File: src/rtl/phy_bringup_pkg.sv
`timescale 1ns/1ps
package phy_bringup_pkg;

  localparam int ADDR_W    = 8;
  localparam int DATA_W    = 8;
  localparam int NUM_STEPS = 13;
  localparam int STEP_W    = $clog2(NUM_STEPS + 1);

  typedef enum logic [1:0] {
    STEP_RMW   = 2'd0,
    STEP_POLL  = 2'd1,
    STEP_WRITE = 2'd2
  } stepKind_e;

  typedef struct packed {
    stepKind_e           kind;
    logic [ADDR_W-1:0]   offset;
    logic [DATA_W-1:0]   mask;
  } stepEntry_t;

  // control -> datapath strobes
  typedef struct packed {
    logic clrStep;
    logic incStep;
    logic loadAcc;
    logic loadPoll;
    logic capData;
  } ctrlStrobes_t;

  // datapath -> control status
  typedef struct packed {
    stepKind_e kind;
    logic      lastStep;
    logic      calHit;
    logic      accExpired;
    logic      pollExpired;
  } dpStatus_t;

endpackage

File: src/rtl/phy_bringup_dp.sv
`timescale 1ns/1ps
module phy_bringup_dp
  import phy_bringup_pkg::*;
#(
  parameter int TIMEOUT_CYCLES = 20000
) (
  input  logic               clk,
  input  logic               rstN,
  input  ctrlStrobes_t       strb,
  input  logic [DATA_W-1:0]  rspRdata,
  output dpStatus_t          stat,
  output logic [ADDR_W-1:0]  reqOffset,
  output logic [DATA_W-1:0]  reqWdata,
  output logic [STEP_W-1:0]  stepIdx
);

  localparam int TIMER_W = $clog2(TIMEOUT_CYCLES + 1);
  localparam logic [TIMER_W-1:0] TIMER_LOAD = TIMER_W'(TIMEOUT_CYCLES);
  localparam logic [STEP_W-1:0]  LAST_IDX   = STEP_W'(NUM_STEPS);

  // Bring-up script; the order is the behaviour.
  function automatic stepEntry_t stepAt(input logic [STEP_W-1:0] idx);
    stepEntry_t e;
    case (idx)
      4'd0:    e = '{STEP_RMW,   8'h01, 8'h42};
      4'd1:    e = '{STEP_RMW,   8'h02, 8'h02};
      4'd2:    e = '{STEP_POLL,  8'h03, 8'h10};
      4'd3:    e = '{STEP_RMW,   8'h06, 8'h03};
      4'd4:    e = '{STEP_RMW,   8'h08, 8'h02};
      4'd5:    e = '{STEP_RMW,   8'h20, 8'h01};
      4'd6:    e = '{STEP_RMW,   8'h07, 8'hFF};
      4'd7:    e = '{STEP_RMW,   8'h09, 8'hFF};
      4'd8:    e = '{STEP_RMW,   8'h21, 8'hFF};
      4'd9:    e = '{STEP_RMW,   8'h22, 8'h01};
      4'd10:   e = '{STEP_RMW,   8'h23, 8'h01};
      4'd11:   e = '{STEP_RMW,   8'h0F, 8'h07};
      4'd12:   e = '{STEP_WRITE, 8'h11, 8'h04};
      default: e = '{STEP_RMW,   8'h00, 8'h00};
    endcase
    return e;
  endfunction

  stepEntry_t        curStep;
  logic [DATA_W-1:0] dataReg;
  logic [TIMER_W-1:0] accTimer;
  logic [TIMER_W-1:0] pollTimer;

  assign curStep = stepAt(stepIdx);

  always_ff @(posedge clk) begin
    if (!rstN) begin
      stepIdx <= '0;
    end else if (strb.clrStep) begin
      stepIdx <= '0;
    end else if (strb.incStep && stepIdx != LAST_IDX) begin
      stepIdx <= stepIdx + 1'b1;
    end
  end

  always_ff @(posedge clk) begin
    if (!rstN) begin
      dataReg <= '0;
    end else if (strb.capData) begin
      dataReg <= rspRdata | curStep.mask;
    end
  end

  always_ff @(posedge clk) begin
    if (!rstN) begin
      accTimer <= '0;
    end else if (strb.loadAcc) begin
      accTimer <= TIMER_LOAD;
    end else if (accTimer != '0) begin
      accTimer <= accTimer - 1'b1;
    end
  end

  always_ff @(posedge clk) begin
    if (!rstN) begin
      pollTimer <= '0;
    end else if (strb.loadPoll) begin
      pollTimer <= TIMER_LOAD;
    end else if (pollTimer != '0) begin
      pollTimer <= pollTimer - 1'b1;
    end
  end

  assign reqOffset = curStep.offset;
  assign reqWdata  = (curStep.kind == STEP_WRITE) ? curStep.mask : dataReg;

  always_comb begin
    stat             = '0;
    stat.kind        = curStep.kind;
    stat.lastStep    = (stepIdx == LAST_IDX);
    stat.calHit      = |(rspRdata & curStep.mask);
    stat.accExpired  = (accTimer == '0);
    stat.pollExpired = (pollTimer == '0);
  end

  // control never asks to advance beyond the end of the script
  assert_step_in_range_R6: assert property (@(posedge clk) disable iff (!rstN)
    strb.incStep |-> stepIdx != LAST_IDX);

  // a freshly loaded access window is never already expired
  assert_window_loaded_R8: assert property (@(posedge clk) disable iff (!rstN)
    strb.loadAcc |=> accTimer != '0);

endmodule

File: src/rtl/phy_bringup_ctrl.sv
`timescale 1ns/1ps
module phy_bringup_ctrl
  import phy_bringup_pkg::*;
(
  input  logic         clk,
  input  logic         rstN,
  input  logic         start,
  input  logic         bridgeBusy,
  input  dpStatus_t    stat,
  output ctrlStrobes_t strb,
  output logic         reqValid,
  output logic         reqWrite,
  output logic         done,
  output logic         err
);

  typedef enum logic [2:0] {
    S_IDLE, S_FETCH, S_ISSUE_RD, S_WAIT_RD, S_ISSUE_WR, S_WAIT_WR
  } seqState_e;

  seqState_e state, stateNxt;
  logic setDone, setErr, accept;

  assign accept = (state == S_IDLE) && start;

  always_comb begin
    stateNxt = state;
    strb     = '0;
    reqValid = 1'b0;
    reqWrite = 1'b0;
    setDone  = 1'b0;
    setErr   = 1'b0;
    case (state)
      S_IDLE: begin
        if (start) begin
          strb.clrStep = 1'b1;
          stateNxt     = S_FETCH;
        end
      end
      S_FETCH: begin
        if (stat.lastStep) begin
          setDone  = 1'b1;
          stateNxt = S_IDLE;
        end else begin
          strb.loadAcc = 1'b1;
          case (stat.kind)
            STEP_POLL: begin
              strb.loadPoll = 1'b1;
              stateNxt      = S_ISSUE_RD;
            end
            STEP_WRITE: stateNxt = S_ISSUE_WR;
            default:    stateNxt = S_ISSUE_RD;
          endcase
        end
      end
      S_ISSUE_RD: begin
        if (!bridgeBusy) begin
          reqValid = 1'b1;
          stateNxt = S_WAIT_RD;
        end else if (stat.accExpired) begin
          setErr   = 1'b1;
          stateNxt = S_IDLE;
        end
      end
      S_WAIT_RD: begin
        if (!bridgeBusy) begin
          if (stat.kind == STEP_POLL) begin
            if (stat.calHit) begin
              strb.incStep = 1'b1;
              stateNxt     = S_FETCH;
            end else if (stat.pollExpired) begin
              setErr   = 1'b1;
              stateNxt = S_IDLE;
            end else begin
              strb.loadAcc = 1'b1;
              stateNxt     = S_ISSUE_RD;
            end
          end else begin
            strb.capData = 1'b1;
            strb.loadAcc = 1'b1;
            stateNxt     = S_ISSUE_WR;
          end
        end else if (stat.accExpired) begin
          setErr   = 1'b1;
          stateNxt = S_IDLE;
        end
      end
      S_ISSUE_WR: begin
        if (!bridgeBusy) begin
          reqValid = 1'b1;
          reqWrite = 1'b1;
          stateNxt = S_WAIT_WR;
        end else if (stat.accExpired) begin
          setErr   = 1'b1;
          stateNxt = S_IDLE;
        end
      end
      S_WAIT_WR: begin
        if (!bridgeBusy) begin
          strb.incStep = 1'b1;
          stateNxt     = S_FETCH;
        end else if (stat.accExpired) begin
          setErr   = 1'b1;
          stateNxt = S_IDLE;
        end
      end
      default: stateNxt = S_IDLE;
    endcase
  end

  always_ff @(posedge clk) begin
    if (!rstN) begin
      state <= S_IDLE;
      done  <= 1'b0;
      err   <= 1'b0;
    end else begin
      state <= stateNxt;
      if (accept) begin
        done <= 1'b0;
        err  <= 1'b0;
      end else begin
        if (setDone) done <= 1'b1;
        if (setErr)  err  <= 1'b1;
      end
    end
  end

  // a request never spans two cycles
  assert_req_single_R7: assert property (@(posedge clk) disable iff (!rstN)
    reqValid |=> !reqValid);

  // the two outcome flags are exclusive
  assert_flags_exclusive_R10: assert property (@(posedge clk) disable iff (!rstN)
    !(done && err));

endmodule

File: src/rtl/phy_bringup_seq.sv
`timescale 1ns/1ps
module phy_bringup_seq
  import phy_bringup_pkg::*;
#(
  parameter int CLK_FREQ_HZ = 200_000_000,
  parameter int TIMEOUT_US  = 100
) (
  input  logic              clk,
  input  logic              rstN,
  input  logic              start,
  output logic              reqValid,
  output logic              reqWrite,
  output logic [ADDR_W-1:0] reqOffset,
  output logic [DATA_W-1:0] reqWdata,
  input  logic [DATA_W-1:0] rspRdata,
  input  logic              bridgeBusy,
  output logic              done,
  output logic              err
);

  localparam int RAW_CYCLES     = (CLK_FREQ_HZ / 1_000_000) * TIMEOUT_US;
  localparam int TIMEOUT_CYCLES = (RAW_CYCLES < 1) ? 1 : RAW_CYCLES;

  ctrlStrobes_t      strb;
  dpStatus_t         stat;
  logic [STEP_W-1:0] stepIdx;

  phy_bringup_ctrl ctrl_i (
    .clk        (clk),
    .rstN       (rstN),
    .start      (start),
    .bridgeBusy (bridgeBusy),
    .stat       (stat),
    .strb       (strb),
    .reqValid   (reqValid),
    .reqWrite   (reqWrite),
    .done       (done),
    .err        (err)
  );

  phy_bringup_dp #(
    .TIMEOUT_CYCLES (TIMEOUT_CYCLES)
  ) dp_i (
    .clk       (clk),
    .rstN      (rstN),
    .strb      (strb),
    .rspRdata  (rspRdata),
    .stat      (stat),
    .reqOffset (reqOffset),
    .reqWdata  (reqWdata),
    .stepIdx   (stepIdx)
  );

  assert_done_after_script_R6: assert property (@(posedge clk) disable iff (!rstN)
    $rose(done) |-> stepIdx == STEP_W'(NUM_STEPS));

  assert_poll_never_writes_R4: assert property (@(posedge clk) disable iff (!rstN)
    (reqValid && stat.kind == STEP_POLL) |-> !reqWrite);

  assert_quiet_after_outcome_R10: assert property (@(posedge clk) disable iff (!rstN)
    (done || err) |-> !reqValid);

endmodule

File: config.mk
export PLATFORM = sky130hd
export DESIGN_NAME = phy_bringup_seq
export DESIGN_NICKNAME = d
export VERILOG_FILES = /design/src/rtl/phy_bringup_pkg.sv /design/src/rtl/phy_bringup_dp.sv /design/src/rtl/phy_bringup_ctrl.sv /design/src/rtl/phy_bringup_seq.sv
export SDC_FILE = /design/constraint.sdc
export NUM_CORES = 1
export LEC_CHECK = 0
export BUFFER_PORTS_ARGS = -buffer_cell sky130_fd_sc_hd__buf_2
export CAP_MARGIN = 20
export CORE_MARGIN = 5
export CORE_UTILIZATION = 56
export CTS_CLUSTER_SIZE = 25
export DETAILED_ROUTE_END_ITERATION = 7
export PLACE_DENSITY = 0.8
export SLEW_MARGIN = 25
export SYNTH_ARGS = -nofsm -noshare
export SYNTH_HDL_FRONTEND = slang
export SYNTH_SLANG_ARGS = --single-unit
File: constraint.sdc
create_clock -name clk -period 2.7 [get_ports clk]
set_input_delay 0.135 -clock clk [delete_from_list [all_inputs] [get_ports clk]]
set_output_delay 0.135 -clock clk [all_outputs]
set_load 0.005 [all_outputs]
### Word-level counts from Yosys, hierarchy flattened

Memory sizes are Yosys's and may differ from the RTL's. A register that Yosys moved wholly into a read port is not among the register bits.
Cells that the tools add are included.

* bits in registers: 47
* input bits: 12
* word-level logic and storage cells: 89
* memories kept: 1
* ROM bits: 256

Memory list
* (no name shown): words 16, width 16, read ports 1, clocked after Yosys merged registers in 1, wr ports 0, line phy_bringup_dp.sv:24 `case (idx)`

* $add $sub $neg: 3
* mux-type cells: 47
* bitwise logic cells: 3
* reductions and logical operators: 16
* equal/unequal tests: 10

Operator list (count)
* two-way mux 15 bit: 4
* logical NOT 15 bit: 2
* two-way mux 3 bit: 10
* nonzero test 15 bit: 2
* subtractor 15 x 1 -> 15 bit (second input constant): 2
* two-way mux 1 bit: 23
* one-hot mux 3 bit (6 select lines): 1
* OR reduction 2 bit: 5
* AND 8 bit: 1
* two-way mux 4 bit: 2
* two-way mux 8 bit: 1
* OR 8 bit: 1
* OR reduction 8 bit: 1
* equality test 3 x 2 -> 1 bit (second input constant): 2
* equality test 3 bit (second input constant): 2
* two-way mux 2 bit: 3
* one-hot mux 1 bit (2 select lines): 3
* adder 4 x 1 -> 4 bit (second input constant): 1
* equality test 4 bit (second input constant): 1
* != test 4 bit (second input constant): 1
* nonzero test 2 bit: 2
* equality test 3 x 1 -> 1 bit (second input constant): 1
* logical NOT 3 bit: 1
* OR reduction 3 bit: 1
* other kinds (5): 6

### Longest topological paths before layout

Gate-level depths: netlist of the first run.

* depth in word-level cells: 9
* gate-level depth with buffers: 12

### By module

A second synthesis of the first run with hierarchy kept.

* cells, all modules: 380
* area, all modules: 3218.1 sq um

By module, submodules not included
* phy_bringup_dp: times used 1, sequential area each 1101.1 sq um, cells an instance 326, area an instance 2775.2 sq um
* phy_bringup_ctrl: times used 1, sequential area each 100.1 sq um, cells an instance 54, area an instance 442.9 sq um

### Worst setup path after synthesis of the first run

OpenSTA, ideal clock, no wires.

* path kind: flip-flop to flip-flop
* from: register ctrl_i.state[0]
* to: register dp_i.curStep[11] (netlist name)
* slack: 0.337 ns
* stages on the path, launching flop included: 11
* required time: 2.629 ns
* data arrival time: 2.292 ns
* buffers on the path: 2
* clock period less this slack: 2.363 ns
* cells stage by stage: dfxtp_1 > buf_4 > nor2b_1 > clkbuf_1 > o211ai_1 > or3_1 > a21oi_1 > ha_1 > inv_1 > or3_1 > a21oi_1

* word-level cells in the longest chain between the ends: 5
* elaborated cells between the ends (all ways): 9
* classes of those cells: eq/ne (2); mux (4); reduce/logical (3)

Ends and longest elaborated chain
* start: declaration: line phy_bringup_ctrl.sv:21 `seqState_e state, stateNxt;`
* start signal: assignment: line phy_bringup_ctrl.sv:117 `state <= stateNxt;`
* equality test 3 bit or equality test 3 x 2 -> 1 bit (tied branches): line phy_bringup_ctrl.sv:33 `case (state)`
* one-hot mux 1 bit (2 select lines): line phy_bringup_ctrl.sv:33
* logical AND 1 bit: line phy_bringup_dp.sv:55 `end else if (strb.incStep && stepIdx != LAST_IDX) begin`
* two-way mux 4 bit (no source line)
* two-way mux 4 bit (no source line) (*)

Mark *: on every way between the ends. The rest lies on a longest branch, timed or not.
A chain may end at the register's enable or synchronous reset.

### Worst setup path in the final report of the first run

* from: register ctrl_i.state[2]
* to: register dp_i.curStep[11] (netlist name)

* word-level cells in the longest chain between the ends: 5
* elaborated cells between the ends (all ways): 9
* classes of those cells: eq/ne (2); mux (4); reduce/logical (3)

Ends and longest elaborated chain (line)
* equality test 3 bit or equality test 3 x 2 -> 1 bit (tied branches): phy_bringup_ctrl.sv:33
* one-hot mux 1 bit (2 select lines): phy_bringup_ctrl.sv:33
* logical AND 1 bit: phy_bringup_dp.sv:55
* two-way mux 4 bit (no source line)
* two-way mux 4 bit (no source line) (*)

Marks and branches as above.

==> results of run 1 <==
## cell families (layout without fill, tap and decap cells)
logic type / count (synthesis) / after routing / share of synthesized area
buf+inv: 34 / 66 / 0.05464
xor+xnor: 24 / 24 / 0.06902
simple gates: 173 / 173 / 0.2814
other cells: 1 / 2 / 0.001231
fa+ha+maj: 12 / 12 / 0.04930
flops: 60 / 60 / 0.3944
compound gates: 61 / 61 / 0.1360
mux: 4 / 4 / 0.01397
## state kept, by name, indices dropped and copies added (netlist names)
signal	cells
ctrl_i.done	1
dp_i.stepIdx	4
dp_i.curStep	13
dp_i.pollTimer	15
ctrl_i.err	1
ctrl_i.state	3
dp_i.accTimer	15
dp_i.dataReg	8
## layout make-up
type	instances	area (sq um)	area share
Multi-Input combinational cell	276	1683	0.4948
Clock buffer	10	127.6	0.03753
Timing Repair Buffer	35	190.2	0.05592
Sequential cell	60	1201	0.3532
Inverter	15	56.30	0.01656
Tap cell	70	87.58	0.02575
Clock inverter	6	55.05	0.01619
## layout by cell type, fill, tap and decap left out, drive strengths merged, types with 10 or more instances in the layout
cell type  synthesis  final
xnor2             21     21
nand2             42     42
dfxtp             60     60
buf               12     35
clkbuf             7     10
a21oi             22     22
ha                12     12
nor3              30     30
inv               15     15
nor2              48     48
## layer usage
| layer | track usage | up-vias |
|---|---|---|
| met5 | 0 | - |
| met1 | 0.2436 | 1204 |
| met4 | 0.07310 | 0 |
| li1 | - | 1333 |
| met3 | 0.05824 | 11 |
| met2 | 0.2943 | 62 |
## where the power goes
part / leakage, nW / internal [mW] / switching (mW)
clock: 0.0996 / 0.418 / 0.338
combinational: 0.801 / 0.654 / 0.749
sequential: 0.489 / 1.10 / 0.201
total: 1.39 / 2.18 / 1.29
## critical path, delay by kind of cell (launching register included)
family | cells | cell delay (ns)
and+or+nand+nor | 3 | 1.02
AOI/OAI and AO/OA | 3 | 0.64
DFF | 1 | 0.46
adders and majority gates | 1 | 0.24
buffers and inverters | 1 | 0.08
## worst max path at each step
stage	endpoint	cells after the start
final	dp_i.curStep[11]$_DFF_P_	8
after detailed placement	dp_i.curStep[11]$_DFF_P_	10
after floorplan	dp_i.curStep[11]$_DFF_P_	10
after global routing	dp_i.curStep[11]$_DFF_P_	10
after global placement	dp_i.curStep[11]$_DFF_P_	10
after CTS	dp_i.curStep[11]$_DFF_P_	10
## per-stage QoR
step                total power, mW  hold WS (ns)
CTS                           3.492       0.07115
detailed placement            2.719        0.4340
global placement              2.675        0.4229
finish                        3.464       0.08639
floorplan                     2.488        0.3042
global route                  3.753       0.08704
==> results.cfg, run 1 <==
[critical_path]
startpoint = ctrl_i.state[2]$_SDFFE_PN0P_
slowest_stage = dfxtp_1
crit_chain = nor2b_1 -> o211ai_1 -> or3_1 -> a21oi_1 -> ha_1 -> inv_1 -> or3_1 -> a21oi_1
worst-r2r-setup-slack_ns = 0.19
endpoint_kind = flop
max_stage_delay_ns = 0.46
rr_endpoint = dp_i.curStep[11]$_DFF_P_
path_class = flop to flop
r2r-start = ctrl_i.state[2]$_SDFFE_PN0P_
critPathLaunchType = flop
r2r_cells = 8
critPathRequiredTime_ns = 2.96
crit_fanout = 8
worstPathArrival_ns = 2.78

[sta]
slew_headroom = 0.6385
finalSetupTns_ns = 0
rsz0062_at_grt = no
clock_skew_ns = 0.007377
clock.fmax_mhz = 397.9
hold_viol_final = 0
min_period_over_period = 0.9308
finalCriticalPeriod_ns = 2.513
slew_violations = 0
worst_slew_pin_slew_ns = 0.5398
setup_viol = 0
setup_slack_ns = 0.1869

[detailed_routing]
wl_met3_um = 334
dr.pass1.iters = 5
viasPerCell = 5.530
num_vias = 2610
highest_layer = met4
drt-met1-wl_mm = 3.107
final_antenna_net_count = 0
drc_errors = 0
wirelength_mm = 6.387
drt-wirelength-per-cell_um = 13.53
wl_met2_mm = 2.824
initialDrtViolationCount = 167

[min_path]
whs_endpoint = dp_i.dataReg[6]$_SDFFE_PN0P_
min_from = rspRdata[6]
whs_path_depth = 3
hold_path.class = input pin to flop

[logic_synthesis]
synth.area.top_cells = dfxtp_1 39%, xnor2_1 6.0%, nor2_1 5.9%
synth_common_cells = 60 x dfxtp_1, 48 x nor2_1, 42 x nand2_1, 29 x nor3_1
synth_top_flop_cell = dfxtp_1
avgSynthCellArea_sq_um = 8.253
yosysMostFrequentCell = dfxtp_1
syn_area_sq_um = 3045
synth_edf_count = 0
synth.distinct_cells = 53
yosysTopAreaCellShare = 0.3944
postSynthCellCount = 369
yosys_warnings = 0
synthArstFlopShare = 0
ys_ff_latch = 60
synth_seq_area_share = 0.3944
synth_top_cell_by_area = dfxtp_1

[power]
powerDensity_nw_per_um2 = 1019
max-vdd-ir-drop_mv = 0.4910
p_leak_nw = 1.390

[cts]
clk_path_buf_depth = 2
ctsHoldBuffers = 0
cts_setup_buffers = 0
cts_sinks = 60
htree_levels = 3
cts_root_buffer = clkbuf_8
cts_tree = built
path_clk_slew_ns = 0.07
clock_latency_ns = 0.34
cts-resized-gates = 0
numCtsBuffers = 9

[placed_design]
gp_congestion = 0.9122
place_area_sq_um = 3217
pre_cts_slack_ns = 0.2190
place_inst = 456
io_buffers = 29
dpl.hpwl_mm = 4.679

[finish]
drive_gt1_frac = 0.1567
nets = 421
final_cells = 472
insertedDiodeCount = 0
syn_to_final_growth_pct = 11.67
design_area_sq_um = 3401
postLayoutCoreUtil = 0.6534
n_fill_cell = 453

[die]
coreArea_sq_um = 5205
rows = 26
dieArea_sq_um = 7013
die_x_um = 83.75
io_pins = 32
fp.dieH_um = 83.75
initial_core_util = 0.5851

[grt]
gr-total-overflow = 0
grt_max_degree = 20
grt_pass1_vias = 2432
antenna_found_initial = 0
gr-usage-all-layers = 0.1888
grt_pass1_wl_mm = 10.85

[flow_run]
cap_viol_max_count = 0

[run_status]
outcome = complete, no violations
Power figures use the tool's default switching activity.
==> inputs of run 2 (changes only) <==
- CELL_PAD_IN_SITES_DETAIL_PLACEMENT: unset -> 1
- CELL_PAD_IN_SITES_GLOBAL_PLACEMENT: unset -> 1
- CORE_UTILIZATION: 56 -> 44
- PLACE_DENSITY: 0.8 -> 0.83
==> run 2 against run 1 <==
Setup slack better by 0.013 ns. Total power is 1.1% higher. Sequential share of layout area is 0.17 points lower. Routed wire length is 22% higher. Critical path type unchanged. Highest routed layer unchanged.
==> results.cfg, run 2 (synthesis results as in run 1) <==
[critical_path]
cp_top_family = simple AND/OR/NAND/NOR gates
path_class = flop to flop
path_depth = 10
r2r_cells = 10
slowest_stage = a222oi_1
crit_chain = a222oi_1 -> and4_2 -> nor2_1 -> a21oi_1 -> nand2_1 -> inv_2 -> ha_1 -> inv_1 -> or3_1 -> a21oi_1
worstPathArrival_ns = 2.76
critPathLaunchType = flop
cp_num_buf_inv = 2
endpoint_kind = flop
max_stage_delay_ns = 0.41
crit_fanout = 8
critPathRequiredTime_ns = 2.96
cp_common_cell = a21oi_1

[cts]
cts_tree = built
htree_levels = 3
path_clk_slew_ns = 0.06
ctsHoldBuffers = 0
clock_latency_ns = 0.33
cts_sinks = 60
clk_path_buf_depth = 2
cts_root_buffer = clkbuf_8
cts_setup_buffers = 0
numCtsBuffers = 9
cts-resized-gates = 0

[placed_design]
gp_congestion = 0.8226
io_buffers = 29
dpl.hpwl_mm = 5.907
place_area_sq_um = 3244
place_inst = 468

[finish]
mostFrequentLayoutCells = 60 x dfxtp_1, 48 x nor2_1, 42 x nand2_1
insertedDiodeCount = 0
syn_to_final_growth_pct = 12.20
postLayoutCoreUtil = 0.5057
design_area_sq_um = 3417
n_fill_cell = 866
final_cells = 483
drive_gt1_frac = 0.1588
layout_commonest_cell = dfxtp_1
nets = 423

[die]
initial_core_util = 0.4507
io_pins = 32
dieArea_sq_um = 8685
rows = 30
fp.dieH_um = 93.20
die_x_um = 93.20
coreArea_sq_um = 6756

[power]
max-vdd-ir-drop_mv = 0.4327
p_leak_nw = 1.390
p_total_mw = 3.503
powerDensity_nw_per_um2 = 1025

[grt]
antenna_found_initial = 0
grt_pass1_vias = 2878
gr-total-overflow = 0
gr-usage-all-layers = 0.1951
grt_max_degree = 20
grt_pass1_wl_mm = 13.51

[detailed_routing]
drc_errors = 0
wl_met2_mm = 4.029
initialDrtViolationCount = 102
dr.pass1.iters = 4
drt-wirelength-per-cell_um = 16.18
wirelength_mm = 7.815
drt-met1-wl_mm = 3.334
viasPerCell = 5.677
final_antenna_net_count = 0
highest_layer = met4
wl_met3_um = 158
num_vias = 2742

[sta]
hold_viol_final = 0
finalCriticalPeriod_ns = 2.500
worst_slew_pin_slew_ns = 0.5861
min_period_over_period = 0.9261
finalSetupTns_ns = 0
clock_skew_ns = 0.007063
rsz0062_at_grt = no
setup_viol = 0
clock.fmax_mhz = 399.9
slew_violations = 0
slew_headroom = 0.6075

[min_path]
whs_path_depth = 3
hold_path.class = input pin to flop

[flow_run]
cap_viol_max_count = 0

[run_status]
outcome = complete, no violations
run 2: routing by layer:
layer  track usage  up-vias
met2        0.3491       33
met5             0        -
met1        0.2180     1343
met3       0.03701       21
li1              -     1345
met4        0.1026        0
run 2: worst paths after layout:
| kind | from | end | slack, ns |
|---|---|---|---|
| setup / recovery | dp_i.curStep[4]$_DFF_P_ | dp_i.curStep[11]$_DFF_P_ | 0.20 |
| hold / removal | rspRdata[3] | dp_i.dataReg[3]$_SDFFE_PN0P_ | 0.09 |
| setup reg to reg | dp_i.curStep[4]$_DFF_P_ | dp_i.curStep[11]$_DFF_P_ | 0.20 |
| hold reg to reg | ctrl_i.done$_SDFFE_PP0P_ | ctrl_i.done$_SDFFE_PP0P_ | 0.48 |
run 2: layout make-up:
| class | count | area [sq um] | area share |
|---|---|---|---|
| clock buffer | 13 | 158.9 | 0.04650 |
| clock inverter | 2 | 10.01 | 0.002929 |
| inverter | 15 | 56.30 | 0.01648 |
| multi-input combinational | 276 | 1685 | 0.4932 |
| sequential | 60 | 1201 | 0.3515 |
| tap | 80 | 100.1 | 0.02929 |
| timing repair buffer | 37 | 205.2 | 0.06005 |
run 2: stage by stage:
step | worst slack, ns | hold slack [ns]
2_1_floorplan | 0.3369 | 0.3042
3_3_place_gp | 0.2799 | 0.4234
3_5_place_dp | 0.1032 | 0.4385
4_1_cts | 0.08934 | 0.08141
5_1_grt | 0.01930 | 0.1160
6_report | 0.1997 | 0.09131
run 2: tightest hold or removal path: cells and delay by family:
family	cells	cell delay, ns
buffers and inverters	1	0.09
AND/OR/NAND/NOR	2	0.16
run 2: power breakdown:
group	switching [mW]	internal [mW]	total (mW)	leakage, nW
sequential	0.211	1.10	1.31	0.489
clock	0.336	0.376	0.712	0.0893
combinational	0.819	0.658	1.48	0.811
total	1.37	2.14	3.50	1.39
==> inputs of run 3 (changes only) <==
- CORE_ASPECT_RATIO: unset -> 1.2
- CORE_UTILIZATION: 44 -> 40
- PLACE_DENSITY: 0.83 -> 0.8
- clock period: 2.7 -> 2.2 ns (I/O delays scaled with it)
==> run 3 against run 2 <==
The flow now finishes with violations (setup timing). Sequential share of layout area is 5.1 points lower. Combinational power is 64% higher. Cell count is 11% higher. Setup slack worse by 0.28 ns. Total power is 41% higher. Largest power group unchanged.
==> results.cfg, run 3 (synthesis results as in run 1) <==
[critical_path]
cp_top_family = simple AND/OR/NAND/NOR gates
crit_chain = a222oi_1 -> and4_4 -> nor2_1 -> a21oi_2 -> nand2_2 -> inv_4 -> ha_4 -> inv_2 -> or3_4 -> a21oi_2
path_depth = 10
path_class = flop to flop
slowest_stage = a222oi_1
critPathRequiredTime_ns = 2.48
critPathLaunchType = flop
worstPathArrival_ns = 2.56
r2r_cells = 10
cp_common_cell = a21oi_2
cp_num_buf_inv = 2
max_stage_delay_ns = 0.42
crit_fanout = 8
endpoint_kind = flop

[cts]
cts_root_buffer = clkbuf_8
htree_levels = 3
clock_latency_ns = 0.35
ctsHoldBuffers = 0
clk_path_buf_depth = 2
cts_tree = built
cts_sinks = 60
numCtsBuffers = 9
path_clk_slew_ns = 0.08

[grt]
gr-usage-all-layers = 0.1920
grt_max_degree = 20
antenna_found_initial = 0
gr-total-overflow = 0
grt_pass1_vias = 3053
grt_pass1_wl_mm = 14.25

[finish]
postLayoutCoreUtil = 0.5454
drive_gt1_frac = 0.3333
nets = 466
insertedDiodeCount = 0
design_area_sq_um = 4014
layout_commonest_cell = dfxtp_1
mostFrequentLayoutCells = 55 x dfxtp_1, 48 x nor2_1, 45 x buf_4
syn_to_final_growth_pct = 31.80

[sta]
clock.fmax_mhz = 439.0
slew_headroom = 0.6330
slew_violations = 0
hold_viol_final = 0
min_period_over_period = 1.036
whs_ns = 0.05906
clock_skew_ns = 0.01482
setup_viol = 13
finalCriticalPeriod_ns = 2.278
rsz0062_at_grt = yes
setup_slack_ns = -0.07811
worst_slew_pin_slew_ns = 0.5493

[die]
rows = 34
io_pins = 32
initial_core_util = 0.4138
dieArea_sq_um = 9466
die_x_um = 89.66
coreArea_sq_um = 7360
fp.dieH_um = 105.6

[placed_design]
io_buffers = 29
place_area_sq_um = 3491
gp_congestion = 0.8420
dpl.hpwl_mm = 6.289

[power]
switchingPower_mw = 1.975
powerDensity_nw_per_um2 = 1227
combPwrFrac = 0.492
max-vdd-ir-drop_mv = 0.5595
p_int_mw = 2.948
seqPwrFrac = 0.324
p_sw_frac = 0.4012
clockPowerShare = 0.184
p_total_mw = 4.923
p_leak_nw = 1.649

[run_status]
violations = setup timing
outcome = finished, violations left

[detailed_routing]
drc_errors = 0
wirelength_mm = 9.561
final_antenna_net_count = 0
dr.pass1.iters = 4
drt-wirelength-per-cell_um = 17.80
viasPerCell = 5.523
num_vias = 2966
initialDrtViolationCount = 102

[min_path]
whs_path_depth = 3
hold_path.class = input pin to flop

[flow_run]
cap_viol_max_count = 0
## run 3: power groups by stage
stage / sequential, mW / combinational (mW) / clock [mW]
after floorplan: 1.57 / 1.49 / 0
after global placement: 1.58 / 2.01 / 0
after detailed placement: 1.60 / 2.11 / 0
after CTS: 1.58 / 2.17 / 0.909
after global routing: 1.63 / 2.66 / 0.977
final: 1.59 / 2.42 / 0.908
## run 3: layer usage
layer  track usage  share of wire
met1        0.2064           0.39
met3       0.04294          0.026
met4       0.06383          0.023
met5             0              0
met2        0.3567           0.56
## run 3: final timing paths
kind | startpoint | end | slack (ns)
hold / removal | rspRdata[0] | dp_i.dataReg[0]$_SDFFE_PN0P_ | 0.06
setup reg to reg | dp_i.curStep[4]$_DFF_P_ | dp_i.curStep[11]$_DFF_P_ | -0.08
setup / recovery | dp_i.curStep[4]$_DFF_P_ | dp_i.curStep[11]$_DFF_P_ | -0.08
hold reg to reg | ctrl_i.err$_SDFFE_PP0P_ | ctrl_i.err$_SDFFE_PP0P_ | 0.49
## run 3: what timing repair did
| item | 4_1_cts | 5_1_grt |
|---|---|---|
| endpoints found under the setup margin | 11 | 39 |
| resized for setup | 23 | 38 |
| pin swaps | 12 | 23 |
| setup buffers | 8 | 6 |
## run 3: final cells by class
type | instances | area, sq um
Inverter | 15 | 61.31
Clock inverter | 7 | 51.30
Tap cell | 90 | 112.6
Sequential cell | 60 | 1207
Fill cell | 888 | 3346
Clock buffer | 9 | 123.9
Multi-Input combinational cell | 276 | 1898
Timing Repair Buffer | 80 | 559.3
## run 3: metrics by stage
step,cells,setup TNS (ns),setup WS (ns)
2_1_floorplan,370,0,0.003338
3_3_place_gp,507,0,0.01739
3_5_place_dp,507,-0.4826,-0.1286
4_1_cts,531,-0.02339,-0.02339
5_1_grt,537,-2.143,-0.1647
6_report,537,-0.4338,-0.07811
## run 3: worst min-delay path: stages
cell and delay [ns]:
buf_2 0.10, nor3_1 0.05, nor3_1 0.11
